**src/rtl/qenc_pkg.sv**
```systemverilog
package qenc_pkg;
  localparam int ST_W = 6;

  localparam int ADDR_CTRL = 0;
  localparam int ADDR_CEIL = 1;
  localparam int ADDR_CNT  = 2;
  localparam int ADDR_STAT = 3;
  localparam int ADDR_MASK = 4;

  localparam int CB_EN      = 0;
  localparam int CB_IDXRISE = 4;
  localparam int CB_SWAP    = 5;
  localparam int CB_CEILMD  = 8;
  localparam int CB_GATE    = 9;

  localparam int SB_RST_DN = 1;
  localparam int SB_RST_UP = 2;
  localparam int SB_DIR    = 3;
  localparam int SB_PERR   = 4;
endpackage

```
**src/rtl/qenc_decode.sv**
```systemverilog
module qenc_decode (
  input  logic       clk,
  input  logic       rst_n,
  input  logic       swap,
  input  logic       idx_rise,
  input  logic [1:0] gate,
  input  logic       a_in,
  input  logic       b_in,
  input  logic       idx_in,
  output logic       step,
  output logic       up,
  output logic       perr,
  output logic       idx_hit
);
  logic a_e, b_e, a_p, b_p, i_p, da, db, idx_edge;

  assign a_e = swap ? b_in : a_in;
  assign b_e = swap ? a_in : b_in;

  always_ff @(posedge clk or negedge rst_n) begin
    if (!rst_n) begin
      a_p <= 1'b0;
      b_p <= 1'b0;
      i_p <= 1'b0;
    end else begin
      a_p <= a_e;
      b_p <= b_e;
      i_p <= idx_in;
    end
  end

  assign da       = a_e ^ a_p;
  assign db       = b_e ^ b_p;
  assign step     = da ^ db;
  assign perr     = da & db;
  assign up       = a_e ^ b_p;
  assign idx_edge = idx_rise ? (idx_in & ~i_p) : (~idx_in & i_p);
  assign idx_hit  = idx_edge && ({a_e, b_e} == gate);
endmodule

```
**src/rtl/qenc_position.sv**
```systemverilog
module qenc_position #(
  parameter int CNT_W = 32
) (
  input  logic             clk,
  input  logic             rst_n,
  input  logic             en,
  input  logic             idx_mode,
  input  logic             step,
  input  logic             up,
  input  logic             idx_hit,
  input  logic [CNT_W-1:0] ceil,
  output logic [CNT_W-1:0] count,
  output logic             ev_rst_up,
  output logic             ev_rst_dn,
  output logic             ev_dir
);
  logic dir_up, do_idx, do_step, at_top, at_zero;

  assign do_idx  = en && idx_mode && idx_hit;
  assign do_step = en && !do_idx && step;
  assign at_top  = (count >= ceil);
  assign at_zero = (count == '0);

  always_ff @(posedge clk or negedge rst_n) begin
    if (!rst_n) begin
      count  <= '0;
      dir_up <= 1'b1;
    end else if (do_idx) begin
      count <= '0;
    end else if (do_step) begin
      dir_up <= up;
      if (up) count <= at_top ? '0 : count + 1'b1;
      else    count <= at_zero ? ceil : count - 1'b1;
    end
  end

  assign ev_rst_up = (do_idx && dir_up) || (do_step && up && at_top);
  assign ev_rst_dn = (do_idx && !dir_up) || (do_step && !up && at_zero);
  assign ev_dir    = do_step && (up != dir_up);

  assert_hold_off_R8: assert property (@(posedge clk) disable iff (!rst_n)
    !en |=> $stable(count));
  assert_inc_R2: assert property (@(posedge clk) disable iff (!rst_n)
    (do_step && up && count < ceil) |=> count == $past(count) + 1'b1);
  assert_wrap_dn_R5: assert property (@(posedge clk) disable iff (!rst_n)
    (do_step && !up && at_zero) |=> count == $past(ceil));
  assert_idx_clear_R6: assert property (@(posedge clk) disable iff (!rst_n)
    do_idx |=> count == '0);
endmodule

```
**src/rtl/qenc_counter.sv**
```systemverilog
module qenc_counter
  import qenc_pkg::*;
#(
  parameter int CNT_W = 32,
  parameter int AW    = 3
) (
  input  logic             clk,
  input  logic             rst_n,
  input  logic             wr_en,
  input  logic [AW-1:0]    wr_addr,
  input  logic [CNT_W-1:0] wr_data,
  input  logic [AW-1:0]    rd_addr,
  output logic [CNT_W-1:0] rd_data,
  input  logic             phase_a,
  input  logic             phase_b,
  input  logic             index_in,
  output logic             irq
);
  localparam logic [CNT_W-1:0] WMASK = CNT_W'((1 << CB_EN) | (1 << CB_IDXRISE) |
                                              (1 << CB_SWAP) | (1 << CB_CEILMD) |
                                              (3 << CB_GATE));

  logic [CNT_W-1:0] ctrl_q, ceil_q, count;
  logic [ST_W-1:0]  stat_q, mask_q, set_v, clr_v;
  logic step, up, perr, idx_hit, ev_rst_up, ev_rst_dn, ev_dir;
  logic wr_ctrl, wr_ceil, wr_stat, wr_mask;

  assign wr_ctrl = wr_en && (wr_addr == AW'(ADDR_CTRL));
  assign wr_ceil = wr_en && (wr_addr == AW'(ADDR_CEIL));
  assign wr_stat = wr_en && (wr_addr == AW'(ADDR_STAT));
  assign wr_mask = wr_en && (wr_addr == AW'(ADDR_MASK));

  qenc_decode u_decode (
    .clk      (clk),
    .rst_n    (rst_n),
    .swap     (ctrl_q[CB_SWAP]),
    .idx_rise (ctrl_q[CB_IDXRISE]),
    .gate     (ctrl_q[CB_GATE+1:CB_GATE]),
    .a_in     (phase_a),
    .b_in     (phase_b),
    .idx_in   (index_in),
    .step     (step),
    .up       (up),
    .perr     (perr),
    .idx_hit  (idx_hit)
  );

  qenc_position #(.CNT_W(CNT_W)) u_position (
    .clk       (clk),
    .rst_n     (rst_n),
    .en        (ctrl_q[CB_EN]),
    .idx_mode  (!ctrl_q[CB_CEILMD]),
    .step      (step),
    .up        (up),
    .idx_hit   (idx_hit),
    .ceil      (ceil_q),
    .count     (count),
    .ev_rst_up (ev_rst_up),
    .ev_rst_dn (ev_rst_dn),
    .ev_dir    (ev_dir)
  );

  always_comb begin
    set_v            = '0;
    set_v[SB_RST_DN] = ev_rst_dn;
    set_v[SB_RST_UP] = ev_rst_up;
    set_v[SB_DIR]    = ev_dir;
    set_v[SB_PERR]   = ctrl_q[CB_EN] && perr;
    clr_v            = wr_stat ? wr_data[ST_W-1:0] : '0;
  end

  always_ff @(posedge clk or negedge rst_n) begin
    if (!rst_n) begin
      ctrl_q <= '0;
      ceil_q <= '1;
      stat_q <= '0;
      mask_q <= '1;
    end else begin
      if (wr_ctrl) begin
        if (ctrl_q[CB_EN]) ctrl_q[CB_EN] <= wr_data[CB_EN];
        else               ctrl_q        <= wr_data & WMASK;
      end
      if (wr_ceil) ceil_q <= wr_data;
      if (wr_mask) mask_q <= wr_data[ST_W-1:0];
      stat_q <= (stat_q & ~clr_v) | set_v;
    end
  end

  assign irq = |(stat_q & ~mask_q);

  always_comb begin
    unique case (rd_addr)
      AW'(ADDR_CTRL): rd_data = ctrl_q;
      AW'(ADDR_CEIL): rd_data = ceil_q;
      AW'(ADDR_CNT):  rd_data = count;
      AW'(ADDR_STAT): rd_data = CNT_W'(stat_q);
      AW'(ADDR_MASK): rd_data = CNT_W'(mask_q);
      default:        rd_data = '0;
    endcase
  end

  assert_ctrl_lock_R9: assert property (@(posedge clk) disable iff (!rst_n)
    (wr_ctrl && ctrl_q[CB_EN]) |=> ctrl_q[CNT_W-1:1] == $past(ctrl_q[CNT_W-1:1]));
  assert_sticky_R10: assert property (@(posedge clk) disable iff (!rst_n)
    !wr_stat |=> (stat_q & $past(stat_q)) == $past(stat_q));
  assert_perr_flag_R3: assert property (@(posedge clk) disable iff (!rst_n)
    (ctrl_q[CB_EN] && perr) |=> stat_q[SB_PERR]);
endmodule

```
**config.mk**
```make
export PLATFORM = sky130hd
export DESIGN_NAME = qenc_counter
export DESIGN_NICKNAME = d
export VERILOG_FILES = /design/src/rtl/qenc_pkg.sv /design/src/rtl/qenc_decode.sv /design/src/rtl/qenc_position.sv /design/src/rtl/qenc_counter.sv
export SDC_FILE = /design/constraint.sdc
export NUM_CORES = 1
export LEC_CHECK = 0
export ABC_AREA = 1
export ABC_CLOCK_PERIOD_IN_PS = 3600
export CELL_PAD_IN_SITES_DETAIL_PLACEMENT = 0
export CELL_PAD_IN_SITES_GLOBAL_PLACEMENT = 1
export CORE_MARGIN = 3
export CORE_UTILIZATION = 30
export CTS_CLUSTER_DIAMETER = 50
export DETAILED_ROUTE_END_ITERATION = 6
export GPL_TIMING_DRIVEN = 0
export HOLD_SLACK_MARGIN = 0.02
export PLACE_DENSITY_LB_ADDON = 0.1
export RECOVER_POWER = 100
export SETUP_SLACK_MARGIN = 0.5
export SLEW_MARGIN = 20
export SYNTH_ARGS = -nofsm -noshare
export SYNTH_HDL_FRONTEND = slang
export SYNTH_HIERARCHICAL = 1
export SYNTH_SLANG_ARGS = --single-unit
```
**constraint.sdc**
```tcl
create_clock -name clk -period 3.6 [get_ports clk]
set_clock_uncertainty 0.05 [all_clocks]
set_input_delay 0.9 -clock clk [delete_from_list [all_inputs] [get_ports clk]]
set_output_delay 0.9 -clock clk [all_outputs]
set_load 0.005 [all_outputs]
```
# Word-level counts from Yosys, hierarchy flattened

Index checks and enable logic that the tools add are counted.

Output and inout bits: 33
Flip-flop bits (word level): 86
Input bits: 44
Logic and storage cells: 78

$add $sub $neg: 2
Eq/ne operators: 9
Muxes and demuxes: 10
Bitwise gates (word level): 16
$lt $le $gt $ge: 1
Reduce and logical (&&, ||, !) cells: 30

Operators with widths:

| operator                                                              | count |
|---|---|
| 32-bit two-way mux                                                    | 5 |
| 32-bit case mux with 5 select lines                                   | 1 |
| 32-bit by 1-bit adder with 32-bit output (second input constant)      | 1 |
| 32-bit greater-or-equal comparator                                    | 1 |
| 32-bit logical NOT                                                    | 1 |
| 32-bit by 1-bit subtractor with 32-bit output (second input constant) | 1 |
| 1-bit logical AND                                                     | 17 |
| 6-bit bitwise AND                                                     | 2 |
| 6-bit inverter                                                        | 2 |
| 3-bit by 2-bit == test with 1-bit output (second input constant)      | 3 |
| 3-bit by 1-bit == test with 1-bit output (second input constant)      | 2 |
| 3-bit == test (second input constant)                                 | 2 |
| 3-bit logical NOT                                                     | 2 |
| 6-bit two-way mux                                                     | 1 |
| 6-bit by 5-bit bitwise OR with 6-bit output                           | 1 |
| 6-bit OR reduction                                                    | 1 |
| 1-bit logical NOT                                                     | 4 |
| 1-bit inverter                                                        | 4 |
| 2-bit AND reduction                                                   | 2 |
| 1-bit XOR                                                             | 4 |
| 1-bit bitwise AND                                                     | 3 |
| 1-bit two-way mux                                                     | 3 |
| 2-bit == test                                                         | 1 |
| 1-bit logical OR                                                      | 2 |
| other kinds (2)                                                       | 2 |

# Logic depth before layout (Yosys ltp)

Word-level depth: 12
Mapped depth: 17
Gate-level depth less buffers: 17

# Cells and area by module

The synthesis kept the hierarchy.

By module, submodules not included:

| module        | times used | cells each | sequential area each (um^2) | area each (um^2) |
|---|---|---|---|---|
| qenc_position | 1          | 846        | 827.0                       | 4843.4 |
| qenc_counter  | 1          | 367        | 1298.7                      | 2726.4 |
| qenc_decode   | 1          | 29         | 75.1                        | 232.7 |

# Least setup slack after synthesis

No wires, ideal clock.

Path kind: input to output
From: input port rd_addr[0]
To: output port rd_data[17]
Stages: 5
Data required time: 2.650 ns
Setup slack: 1.038 ns
Arrival: 1.612 ns
Cells stage by stage: buf_6 nor3_4 buf_6 nand2_1 nand2_1

Word-level cells in the longest chain between the ends: 2
Elaborated cells on any way between the ends: 6
Classes of those cells: eq/ne: 4; mux: 1; reduce/logical: 1

RTL lines:

| element                               | line               | text |
|---|---|---|
| start, declared                       | qenc_counter.sv:12 | `input logic [AW-1:0] rd_addr,` |
| 3-bit == test (tied with other cells) | qenc_counter.sv:92 | `unique case (rd_addr)` |
| 32-bit case mux with 5 select lines * | qenc_counter.sv:92 |  |
| end, declared                         | qenc_counter.sv:13 | `output logic [CNT_W-1:0] rd_data,` |

Mark *: on every way between the ends. The rest lies on a longest branch, timed or not.

# Worst setup path after layout

From: input port rd_addr[0]
To: output port rd_data[20]

Same word-level chain as after synthesis.

==> results.rst <==
.. list-table::
   :header-rows: 1

   * - Metric
     - Value
   * - Result of the run
     - finished, violations left
   * - Violated checks
     - max-capacitance violations, max-slew violations
   * - Row count
     - 58
   * - Number of standard cells after synthesis
     - 1242
   * - Wire length of the first global-routing pass
     - 45.23 mm
   * - Net count of the mapped netlist
     - 1322
   * - Number of remaining DRC errors
     - 0
   * - DRT antenna net count
     - 0
   * - Buffers on Ports
     - 73
   * - CTS tree
     - done
   * - Initial core utilization
     - 30.72%
   * - Fraction of synthesized cell area taken by the top area cell type
     - 20.78%
   * - Crit Path Category
     - in2out
   * - DRT iter0 DRCs
     - 583
   * - Fraction of layout cells with a size suffix above 1
     - 12.54%
   * - Area after DPL
     - 8975 µm²
   * - Portion of the post-synthesis area used by sequential elements
     - 28.21%
   * - DIE WIDTH
     - 167.3 µm
   * - Vias in the first global route
     - 7604
   * - Max frequency
     - 301.5 MHz
   * - Buffer depth of the longest clock path
     - 2
   * - Highest cell delay on the worst timing path
     - 0.57 ns
   * - Power Density
     - 662.5 nW/µm²
   * - Pin count of the biggest net entering global routing
     - 45
   * - Final std cells w/o fill
     - 1670
   * - Pre-antenna DRT Iters
     - 5
   * - Static leakage power
     - 0.004760 µW
   * - RSZ-0062 raised after global routing
     - true
   * - Quantity of hold-fixing buffers added after cts
     - 0
   * - Per-cell routed wire length
     - 17.32 µm
   * - Count of nets after finishing
     - 1415
   * - Core area
     - 25400 µm²
   * - Cell with the biggest individual delay on the critical path
     - sky130_fd_sc_hd__dlygate4sd3_1
   * - Final number of max-transition violations
     - 43
   * - Endpoint arrival time on the critical path
     - 2.37 ns
   * - Tightest hold margin
     - 0.4272 ns
   * - Total half-perimeter wirelength after legalization and detailed placement
     - 22.97 mm
   * - Synth Warn #
     - 6
   * - I/O pin count
     - 77
   * - Root buffer cell
     - sky130_fd_sc_hd__clkbuf_16
   * - Clock Latency Late Sink
     - 0.36 ns
   * - Clock sinks
     - 86
   * - Unique masters post-synth
     - 38
   * - Number of H-tree levels
     - 3
   * - Finished Cell Area
     - 9387 µm²
   * - Required time at the endpoint of the critical path
     - 2.65 ns
   * - Number of buffers inserted during clock tree synthesis
     - 9
   * - Instance count after placement with tap cells included
     - 1646
   * - Crit path capture type
     - primary output
   * - # diodes
     - 0
   * - Reported max-cap violation count
     - 1
   * - Final Hold Vio Count
     - 0
   * - Global-route congestion overflow total
     - 0
   * - Routability cong.
     - 0.9563
   * - Initial antenna violation count
     - 0
   * - Max FO, Critical Path
     - 9
   * - Cell taking the most area after synthesis
     - sky130_fd_sc_hd__nand2_1
   * - Number of synthesized register bits
     - 86
   * - Least-Margin Pin Slew
     - 2.569 ns
   * - Netlist area before placement
     - 7802 µm²
   * - Die Span Y
     - 167.3 µm
   * - Area growth syn-to-layout
     - 20.30%
   * - Worst-case vdd ir drop
     - 0.0002513 V
   * - Startpoint class of the critical path
     - input port
   * - Total via count after detailed routing
     - 7990
   * - Cell chain of the critical path
     - buf_6 -> nor3_1 -> buf_12 -> buf_12 -> nand2_1 -> nand2_1 -> dlygate4sd3_1
   * - Aggregate routed wire length
     - 28.92 mm
   * - Clock slew at reported path FFs
     - 0.08 ns
   * - Filler cells
     - 2886
   * - Count of final setup violators
     - 0
   * - Detail-routed via count per cell
     - 4.784
   * - Synthesized area divided by synthesized cell count
     - 6.282 µm²
   * - All-Layer GR Usage
     - 20.75%
   * - Slew headroom
     - -71.28%
   * - Min-Delay Path Class
     - reg2reg
   * - Total die area
     - 27980 µm²
   * - Final min period
     - 3.317 ns
   * - Largest cells by area after synthesis
     - sky130_fd_sc_hd__nand2_1 21%, sky130_fd_sc_hd__dfrtp_1 15%, sky130_fd_sc_hd__dfstp_2 13%
   * - Final period utilization
     - 92.14%
==> routing by layer <==
metal,global-route usage (%),wire [µm],vias up
met3,1.983,1171,16
met5,0,0,-
met4,3.522,238,0
met2,30.29,11960,164
met1,33.31,15550,3734
li1,-,-,4076
==> through the flow <==
stage          utilization (%)  setup TNS, ns  power [µW]  setup slack, ns
2_1_floorplan                -              0        3980            1.038
3_3_place_gp             35.22        -146.49        5091           -2.173
3_5_place_dp             35.34         -7.621        5103          -0.3853
4_1_cts                  37.12              0        6245           0.4021
5_1_grt                  36.96              0        6791           0.1979
6_report                 36.96              0        6218           0.2829
==> layout make-up <==
cell class,count,area [µm²],share of cell area [%]
sequential,86,2201,23.45
clock buffer,9,225.2,2.399
inverter,176,664.4,7.078
tap,330,412.9,4.399
timing repair buffer,82,823.3,8.771
multi-input combinational,933,4592,48.92
clock inverter,7,113.9,1.213
buffer,47,354.1,3.772
==> placed cells by master (no fill, tap or decap), drive strengths merged, types with 2 or more instances in the layout <==
master | synthesis | routed
dlymetal6s2s | 0 | 3
clkinv | 1 | 3
nand3 | 88 | 88
nand4 | 26 | 26
bufinv | 0 | 2
clkdlybuf4s15 | 0 | 2
ha | 36 | 36
dlygate4sd3 | 0 | 8
clkdlybuf4s50 | 0 | 38
xnor2 | 2 | 2
clkbuf | 11 | 29
a21oi | 58 | 58
o21ai | 69 | 69
buf | 36 | 39
dfrtp | 47 | 47
nand2 | 449 | 449
nor2 | 155 | 155
xor2 | 24 | 24
dfstp | 39 | 39
o22ai | 16 | 16
dlygate4sd2 | 0 | 18
inv | 175 | 178
nor3 | 6 | 6
==> cells by family after synthesis <==
group	after synthesis	synth area share, %
flip-flops	86	28.21
buffers and inverters	223	12.51
XOR/XNOR	26	2.919
AND/OR/NAND/NOR	726	40.78
AO/OA/AOI/OAI	145	9.814
adder cells (fa/ha/maj)	36	5.773
==> worst max-delay path, delay by kind of cell <==
kind	cells	cell delay, ns
buffers and inverters	4	0.97
AND/OR/NAND/NOR	3	0.48
==> flip-flops by register name, summed over array words and instances, names as in the netlist <==
signal and cells:
ceil_q 32, ctrl_q 6, mask_q 6, stat_q 6, u_decode/a_p 1, u_decode/b_p 1
u_decode/i_p 1, u_position/count 32, u_position/dir_up 1
==> report_power, final <==
part,internal (µW),switching [µW]
Sequential,1300,454
Combinational,1150,2200
Clock,628,478
==> synthesized netlist by cell type, drive strengths merged <==
| master | count |
|---|---|
| o21a | 1 |
| xnor2 | 2 |
| dfrtp | 47 |
| ha | 36 |
| nand3 | 88 |
| clkinv | 1 |
| xor2 | 24 |
| buf | 36 |
| inv | 175 |
| o211ai | 1 |
| o22ai | 16 |
| o21ai | 69 |
| nor4 | 1 |
| nand2 | 449 |
| a21oi | 58 |
| nor2 | 155 |
| dfstp | 39 |
| nand4 | 26 |
| clkbuf | 11 |
| and2 | 1 |
| nor3 | 6 |
==> worst paths after layout <==
kind	start	endpoint	slack [ns]	depth (start not counted)
max	rd_addr[0]	rd_data[20]	0.28	7
min	stat_q[4]	stat_q[4]	0.43	2
max reg2reg	u_position/count[0]	u_position/count[9]	0.91	15
min reg2reg	stat_q[4]	stat_q[4]	0.43	2
max in group asynchronous	rst_n	u_decode/a_p	0.75	1
min in group asynchronous	rst_n	u_position/count[24]	1.29	1
==> timing repair <==
action,4_1_cts,5_1_grt
endpoints found under the setup margin,44,38
pin swaps,2,2
cloned,1,0
gates resized for setup,43,24
buffers inserted,6,1
Note: power is estimated with default switching activity, not from simulation.
